File: src/rtl/cpwm_channel.sv
module cpwm_channel #(
  parameter int W = 8
) (
  input  logic         clk,
  input  logic         rst_n,
  input  logic         en,
  input  logic         step_en,
  input  logic         pol,
  input  logic [W-1:0] period_buf,
  input  logic [W-1:0] duty_buf,
  output logic         pwm_out
);

  logic [W-1:0] cnt_q, per_q, dty_q;
  logic [W-1:0] cnt_n, per_n, dty_n;
  logic         down_q, down_n;
  logic         out_q, act;

  always_comb begin
    cnt_n  = cnt_q;
    down_n = down_q;
    per_n  = per_q;
    dty_n  = dty_q;
    if (!en) begin
      cnt_n  = '0;
      down_n = 1'b0;
      per_n  = period_buf;
      dty_n  = duty_buf;
    end else if (step_en) begin
      if (per_q == '0)  cnt_n = '0;
      else if (down_q)  cnt_n = cnt_q - 1'b1;
      else              cnt_n = cnt_q + 1'b1;
      if (per_q != '0 && cnt_n == per_q) down_n = 1'b1;
      if (cnt_n == '0) begin
        down_n = 1'b0;
        per_n  = period_buf;
        dty_n  = duty_buf;
      end
    end
  end

  always_comb begin
    if (!en || dty_n == '0) act = 1'b0;
    else if (dty_n >= per_n) act = 1'b1;
    else if (down_n)         act = (cnt_n <= dty_n);
    else                     act = (cnt_n <  dty_n);
  end

  always_ff @(posedge clk) begin
    if (!rst_n) begin
      cnt_q  <= '0;
      down_q <= 1'b0;
      per_q  <= '0;
      dty_q  <= '0;
      out_q  <= ~pol;
    end else begin
      cnt_q  <= cnt_n;
      down_q <= down_n;
      per_q  <= per_n;
      dty_q  <= dty_n;
      out_q  <= act ~^ pol;
    end
  end

  assign pwm_out = out_q;

endmodule


File: config.mk
export PLATFORM = sky130hd
export DESIGN_NAME = cpwm_channel
export DESIGN_NICKNAME = d
export VERILOG_FILES = /design/src/rtl/cpwm_channel.sv
export SDC_FILE = /design/constraint.sdc
export NUM_CORES = 1
export LEC_CHECK = 0
export CORE_ASPECT_RATIO = 0.8
export CORE_MARGIN = 2
export CORE_UTILIZATION = 37
export CTS_CLUSTER_DIAMETER = 50
export DETAILED_ROUTE_END_ITERATION = 16
export REMOVE_ABC_BUFFERS = 1
export SETUP_SLACK_MARGIN = 0.1
export SLEW_MARGIN = 20
export SYNTH_ARGS = -nofsm -noshare
export SYNTH_HDL_FRONTEND = slang
export SYNTH_SLANG_ARGS = --single-unit
File: constraint.sdc
create_clock -name clk -period 4.97 [get_ports clk]
set_input_delay 0.497 -clock clk [delete_from_list [all_inputs] [get_ports clk]]
set_output_delay 0.497 -clock clk [all_outputs]
set_load 0.05 [all_outputs]
==> results of run 1 <==
[cells in the mapped netlist (all sizes together) (3+ instances only)]
library cell / instances
nand3: 4
nand2: 19
nand2b: 4
or3: 3
o21ai: 9
ha: 19
nor2: 21
nor3: 4
a31oi: 4
dfxtp: 26
and2: 9
o211ai: 3
xor2: 5
inv: 15
a211oi: 3
nor4b: 3
nand4: 3
clkbuf: 5
o2111ai: 3
mux2i: 16
a21oi: 22
nor4: 8
xnor2: 9
and3: 4
buf: 6
nor2b: 15
[cell families (layout without fill, tap and decap cells)]
kind of cell,Yosys count,after routing,synth area share [%]
flops,26,26,23.0
fa+ha+maj,20,20,11.4
mux,18,18,8.07
compound gates,63,63,19.6
buf+inv,27,45,5.64
simple gates,107,107,26.8
xor+xnor,14,14,5.42
[stage by stage]
step,setup WS (ps),hold slack (ps),area (um2)
after floorplan,530,509,2190
after CTS,276,614,2610
after detailed placement,312,588,2540
final,403,612,2640
after global routing,95.0,635,2640
after global placement,292,580,2540
[power by group through the flow]
stage	sequential (mW)	clock, mW	combinational, mW
2_1_floorplan	0.237	0	0.0989
3_3_place_gp	0.239	0	0.153
3_5_place_dp	0.238	0	0.155
4_1_cts	0.234	0.185	0.155
5_1_grt	0.236	0.192	0.179
6_report	0.234	0.179	0.160
[registers in the layout, indices dropped and copies added (netlist names)]
signal / count
per_q: 8
dty_q: 8
down_q: 1
cnt_q: 8
pwm_out: 1
[cells in the final DEF (no fill, tap or decap), types with 2 or more instances in the layout]
master / synthesis / layout
a21oi_2: 2 / 4
and4_1: 2 / 2
dfxtp_1: 26 / 25
nor4_1: 8 / 8
buf_4: 0 / 4
xnor2_1: 9 / 9
nand4_1: 3 / 3
clkbuf_8: 0 / 3
a211oi_1: 2 / 2
o21ai_1: 3 / 3
o2111ai_1: 3 / 3
o21ai_0: 6 / 6
mux2_2: 2 / 2
or4_1: 2 / 2
o21a_1: 2 / 2
xor2_1: 5 / 4
nand3_1: 4 / 4
nor4b_1: 3 / 3
or3_1: 2 / 2
nor2b_1: 15 / 15
a31oi_1: 4 / 4
mux2i_2: 0 / 2
a21oi_1: 20 / 18
nor2_1: 21 / 21
nor3_1: 4 / 4
nand2b_1: 4 / 4
a41oi_1: 2 / 2
inv_1: 15 / 15
and3_1: 4 / 4
mux2i_1: 16 / 14
and2_1: 7 / 7
o211ai_1: 3 / 3
a22oi_1: 2 / 2
clkdlybuf4s50_1: 0 / 21
nand2_1: 19 / 19
ha_1: 19 / 19
o21bai_1: 2 / 2
[area by class of cell]
cell class | instances | area, um2
clock buffers | 3 | 41.3
clock inverters | 1 | 30.0
fillers | 575 | 3270
inverters | 16 | 60.1
multi-input cells | 222 | 1640
flip-flops and latches | 26 | 522
well taps | 81 | 101
repair buffers | 25 | 240
[per-layer routing]
metal,share of wire (%),GRT usage (%),vias up
li1,-,-,1042
met1,55,28.1,951
met2,40,26.6,45
met3,4.8,2.84,2
met4,0.12,1.01,0
met5,0,0,-
[critical path, delay by kind of cell, from the launching register on]
family,cells,cell delay (ps)
compound gates,8,1870
xor+xnor,1,150
fa+ha+maj,2,760
buf+inv,2,200
flops,1,440
mux,1,350
simple gates,4,740
[how the worst max path moves through the flow]
stage             start  endpoint  slack [ps]
3_5_place_dp   cnt_q[0]   pwm_out         310
4_1_cts        cnt_q[0]   pwm_out         280
5_1_grt        cnt_q[0]   pwm_out         100
6_report       cnt_q[0]   pwm_out         400
3_3_place_gp     down_q   pwm_out         290
2_1_floorplan  cnt_q[0]   pwm_out         530
==> reports/qor.yml, run 1 <==
outcome:
  status: "finished, final reports clean"
place:
  io_buffers: 21
  gp_congestion: 0.878
  numPlacedInstances: 370
  dpl.hpwl_um: 4520
yosys:
  yosys_register_bits: 26
  yosysUniqueCellTypes: 58
  postSynthCellCount: 275
  yosysWarnings: 0
  avgSynthCellArea_um2: 8.23
  yosysSeqAreaShare_pct: 23.0
  synth_top_area_share_pct: 23.0
  async_flop_share_pct: 0
  synthFlopType: "dfxtp_1"
  syn_area_um2: 2260
  post-synth-top-area-cell: "dfxtp_1"
  synth_edf_count: 0
  synthTopCellsByArea: "dfxtp_1 23%, ha_1 11%, mux2i_1 7.1%"
pwr:
  clkPwrFrac_pct: 31.2
  p_total_uw: 573
  switchingPower_uw: 171
  p_per_area_nw_per_um2: 217
  swShare_pct: 29.8
  ir_drop_uv: 143
  p_int_uw: 402
  power.leakage_nw: 1.02
  seq_power_share_pct: 40.9
  combPwrFrac_pct: 27.9
finish:
  final_util_pct: 44.6
  area_growth_pct: 16.6
  layout.nets: 335
  drive_gt1_share_pct: 9.90
  antenna_cells: 0
  final_cell_count_no_fill: 374
clock_tree:
  clk_pin_slew_worst_paths_ps: 100
  cts_buffers: 3
  cts_max_level: 1
  clock_sinks: 26
  cts_hold_buf: 0
  postCtsSetupBuffers: 0
  root_buffer: "clkbuf_8"
  clock_latency_ps: 270
  cts-resized-gates: 0
  clk_path_buf_depth: 2
  cts_tree: "yes"
critical_path:
  slowest_stage: "fa_1"
  rr_worst_depth: 18
  worstReg2RegStart: "cnt_q[0]"
  worstPathCellList: "inv_1 -> fa_1 -> nand2b_1 -> a21oi_2 -> o31ai_4 -> a211oi_4 -> a311o_2 -> mux2i_1 -> inv_1 -> ha_1 -> and4_1 -> o21ai_0 -> nor2_1 -> o211ai_1 -> o2111ai_1 -> nor2_1 -> a311oi_2 -> xnor2_1"
  worstPathRequired_ps: 5180
  crit_fanout: 7
  max_stage_delay_ps: 450
  worst_setup_path_start_kind: "flip-flop"
  endpoint_kind: "flip-flop"
  arrival_ps: 4780
  criticalPathCategory: "flip-flop to flip-flop"
  reg2reg_to: "pwm_out"
  rrSetupSlack_ps: 400
floorplan:
  start_util_pct: 38.3
  fp.dieH_um: 73.9
  core_area_um2: 5910
  dieWidth_um: 91.4
  io_pins: 22
  die_area_um2: 6760
  row_count: 25
timing:
  rsz0062_at_grt: "no"
  period_minus_slack_ps: 4570
  period_share_pct: 91.9
  drv_slew: 0
  clock.fmax_mhz: 219
  hold_violations: 0
  tightest_slew_ps: 507
  tns_ps: 0
  finalSetupViolations: 0
  slew_headroom_pct: 66.1
  skew_ps: 4.06
global_routing:
  grt_max_degree: 25
  first_global_vias: 1928
  grt_remaining_overflow: 0
  grt_pass1_wl_um: 9760
  grt_use_total_pct: 17.8
  antenna_found_initial: 0
route:
  dr.pass1.iters: 5
  drt_iter0_drc: 147
  vias: 2040
  wl_per_cell_um: 15.4
  vias_per_cell: 5.45
  drt.antenna.violating_nets: 0
  drt_wl_total_um: 5770
  drc: 0
worst_hold_path:
  hold_depth: 2
  hp-class: "flip-flop to flip-flop"
  hp-start: "dty_q[3]"
  hold_path_end: "dty_q[3]"
flow_run:
  maxCapViolations: 0
Power figures use the tool's default switching activity.
==> run 2, diff against run 1 <==
- TNS_END_PERCENT: default -> 30
- clock period: 4.97 -> 5.3 ns (I/O delays scaled with it)
==> reports/qor.yml, run 2 (synthesis gave the netlist of run 1 again) <==
outcome:
  status: "finished, final reports clean"  # unchanged
route:
  drt_iter0_drc: 128  # was 147
  drc: 0  # unchanged
  drt.antenna.violating_nets: 0  # unchanged
  vias_per_cell: 5.44  # was 5.45
  wl_per_cell_um: 15.2  # was 15.4 um
  drt_wl_total_um: 5650  # was 5770 um
  vias: 2024  # was 2,040
  dr.pass1.iters: 4  # was 5
global_routing:
  grt_pass1_wl_um: 9090  # was 9760 um
  grt_use_total_pct: 16.8  # was 17.8%
  grt_remaining_overflow: 0  # unchanged
  first_global_vias: 1740  # was 1,928
  antenna_found_initial: 0  # unchanged
  grt_max_degree: 25  # unchanged
place:
  dpl.hpwl_um: 4490  # was 4520 um
  postPlaceCellArea_um2: 2520  # was 2540 um2
  gp_congestion: 0.891  # was 0.878
  io_buffers: 21  # unchanged
finish:
  layout_commonest_cell: "dfxtp_1"  # unchanged
  area_growth_pct: 14.7  # was 16.6%
  top_regs: "cnt_q x8, dty_q x8, per_q x8"  # unchanged
  layout.nets: 333  # was 335
  drive_gt1_share_pct: 6.87  # was 9.90%
  antenna_cells: 0  # unchanged
  design_area_um2: 2590  # was 2640 um2
  final_cell_mix: "26 x dfxtp_1, 21 x nor2_1, 21 x clkdlybuf4s50_1"  # was 25 x dfxtp_1, 21 x nor2_1, 21 x clkdlybuf4s50_1
timing:
  period_minus_slack_ps: 4730  # was 4570 ps
  drv_slew: 0  # unchanged
  rsz0062_at_grt: "no"  # unchanged
  clock.fmax_mhz: 212  # was 219 MHz
  tns_ps: 0  # unchanged
  hold_violations: 0  # unchanged
  tightest_slew_ps: 712  # was 507 ps
  period_share_pct: 89.2  # was 91.9%
  slew_headroom_pct: 52.4  # was 66.1%
  skew_ps: 9.98  # was 4.06 ps
  finalSetupViolations: 0  # unchanged
floorplan:
  die_area_um2: 6760  # unchanged
  dieWidth_um: 91.4  # unchanged
  start_util_pct: 38.3  # unchanged
  core_area_um2: 5910  # unchanged
  io_pins: 22  # unchanged
  row_count: 25  # unchanged
  fp.dieH_um: 73.9  # unchanged
flow_run:
  maxCapViolations: 0  # unchanged
pwr:
  p_per_area_nw_per_um2: 205  # was 217 nW/um2
  power.leakage_nw: 1.01  # was 1.02 nW
  ir_drop_uv: 109  # was 143 uV
critical_path:
  endpoint_kind: "flip-flop"  # unchanged
  crit_fanout: 12  # was 7
  worstPathRequired_ps: 5520  # was 5180 ps
  criticalPathCategory: "flip-flop to flip-flop"  # unchanged
  worst_setup_path_start_kind: "flip-flop"  # unchanged
  arrival_ps: 4950  # was 4780 ps
clock_tree:
  clock_latency_ps: 280  # was 270 ps
  cts_tree: "yes"  # unchanged
  root_buffer: "clkbuf_8"  # unchanged
  clk_pin_slew_worst_paths_ps: 100  # about the same
  cts_buffers: 3  # unchanged
  cts_max_level: 1  # unchanged
  clk_path_buf_depth: 2  # unchanged
  clock_sinks: 26  # unchanged
worst_hold_path:
  hp-class: "flip-flop to flip-flop"  # unchanged
-- run 2: changes by cell type in the layout (fill, tap and decap cells not counted), sizes merged --
cell  delta
buf      -2
-- run 2: final timing paths --
check | start | end | slack (ps) | cells past startpoint
hold reg to reg | dty_q[6] | dty_q[6] | 610 | 2
setup reg to reg | down_q | pwm_out | 570 | 18
setup / recovery | down_q | pwm_out | 570 | 18
hold / removal | dty_q[6] | dty_q[6] | 610 | 2
-- run 2: power breakdown --
group / internal (mW) / switching [mW]
Clock: 0.101 / 0.0688
Sequential: 0.206 / 0.0127
Combinational: 0.0671 / 0.0766
-- run 2: critical path, cell delays in order (launching register included) --
cell,delay (ps)
dfxtp_1,560
inv_1,100
fa_1,400
nand2b_1,190
a21oi_2,310
o31ai_4,100
a211oi_4,340
a311o_2,480
mux2i_1,400
inv_1,80
ha_1,300
and4_1,200
o21ai_0,180
nor2_1,230
o211ai_1,120
o2111ai_1,120
nor2_1,80
a311oi_1,310
xnor2_1,150
-- run 2: through the flow --
step	utilization (%)	std cells	power, mW	setup WS (ps)	hold WS (ps)
2_1_floorplan	-	264	0.315	860	509
3_3_place_gp	42.6	368	0.365	431	595
3_5_place_dp	42.6	368	0.366	376	587
4_1_cts	43.9	372	0.536	343	616
5_1_grt	43.9	372	0.562	279	651
6_report	43.9	372	0.533	573	610
-- run 2: layer usage --
metal,GRT usage (%),up-vias,routed length [um]
met2,22.9,46,2130
li1,-,1040,-
met5,0,-,0
met3,3.24,6,288
met4,1.35,0,28
met1,27.7,932,3200
-- run 2: timing repair --
| item | 4_1_cts | 5_1_grt |
|---|---|---|
| buffers inserted | 0 | 0 |
| gates resized for setup | 0 | 1 |
| hold buffers | 0 | 0 |
| setup endpoints to repair | 0 | 1 |
-- run 2: final cells by class --
type | instances | area (um2)
Clock buffer | 3 | 41.3
Tap cell | 81 | 101
Inverter | 16 | 60.1
Fill cell | 581 | 3320
Sequential cell | 26 | 520
Timing Repair Buffer | 23 | 225
Clock inverter | 1 | 30.0
Multi-Input combinational cell | 222 | 1620
==> run 3, diff against run 2 <==
- CTS_CLUSTER_SIZE: default -> 25
==> results of run 3 <==
The final DEF is identical to that of run 2; final timing and power are the same.
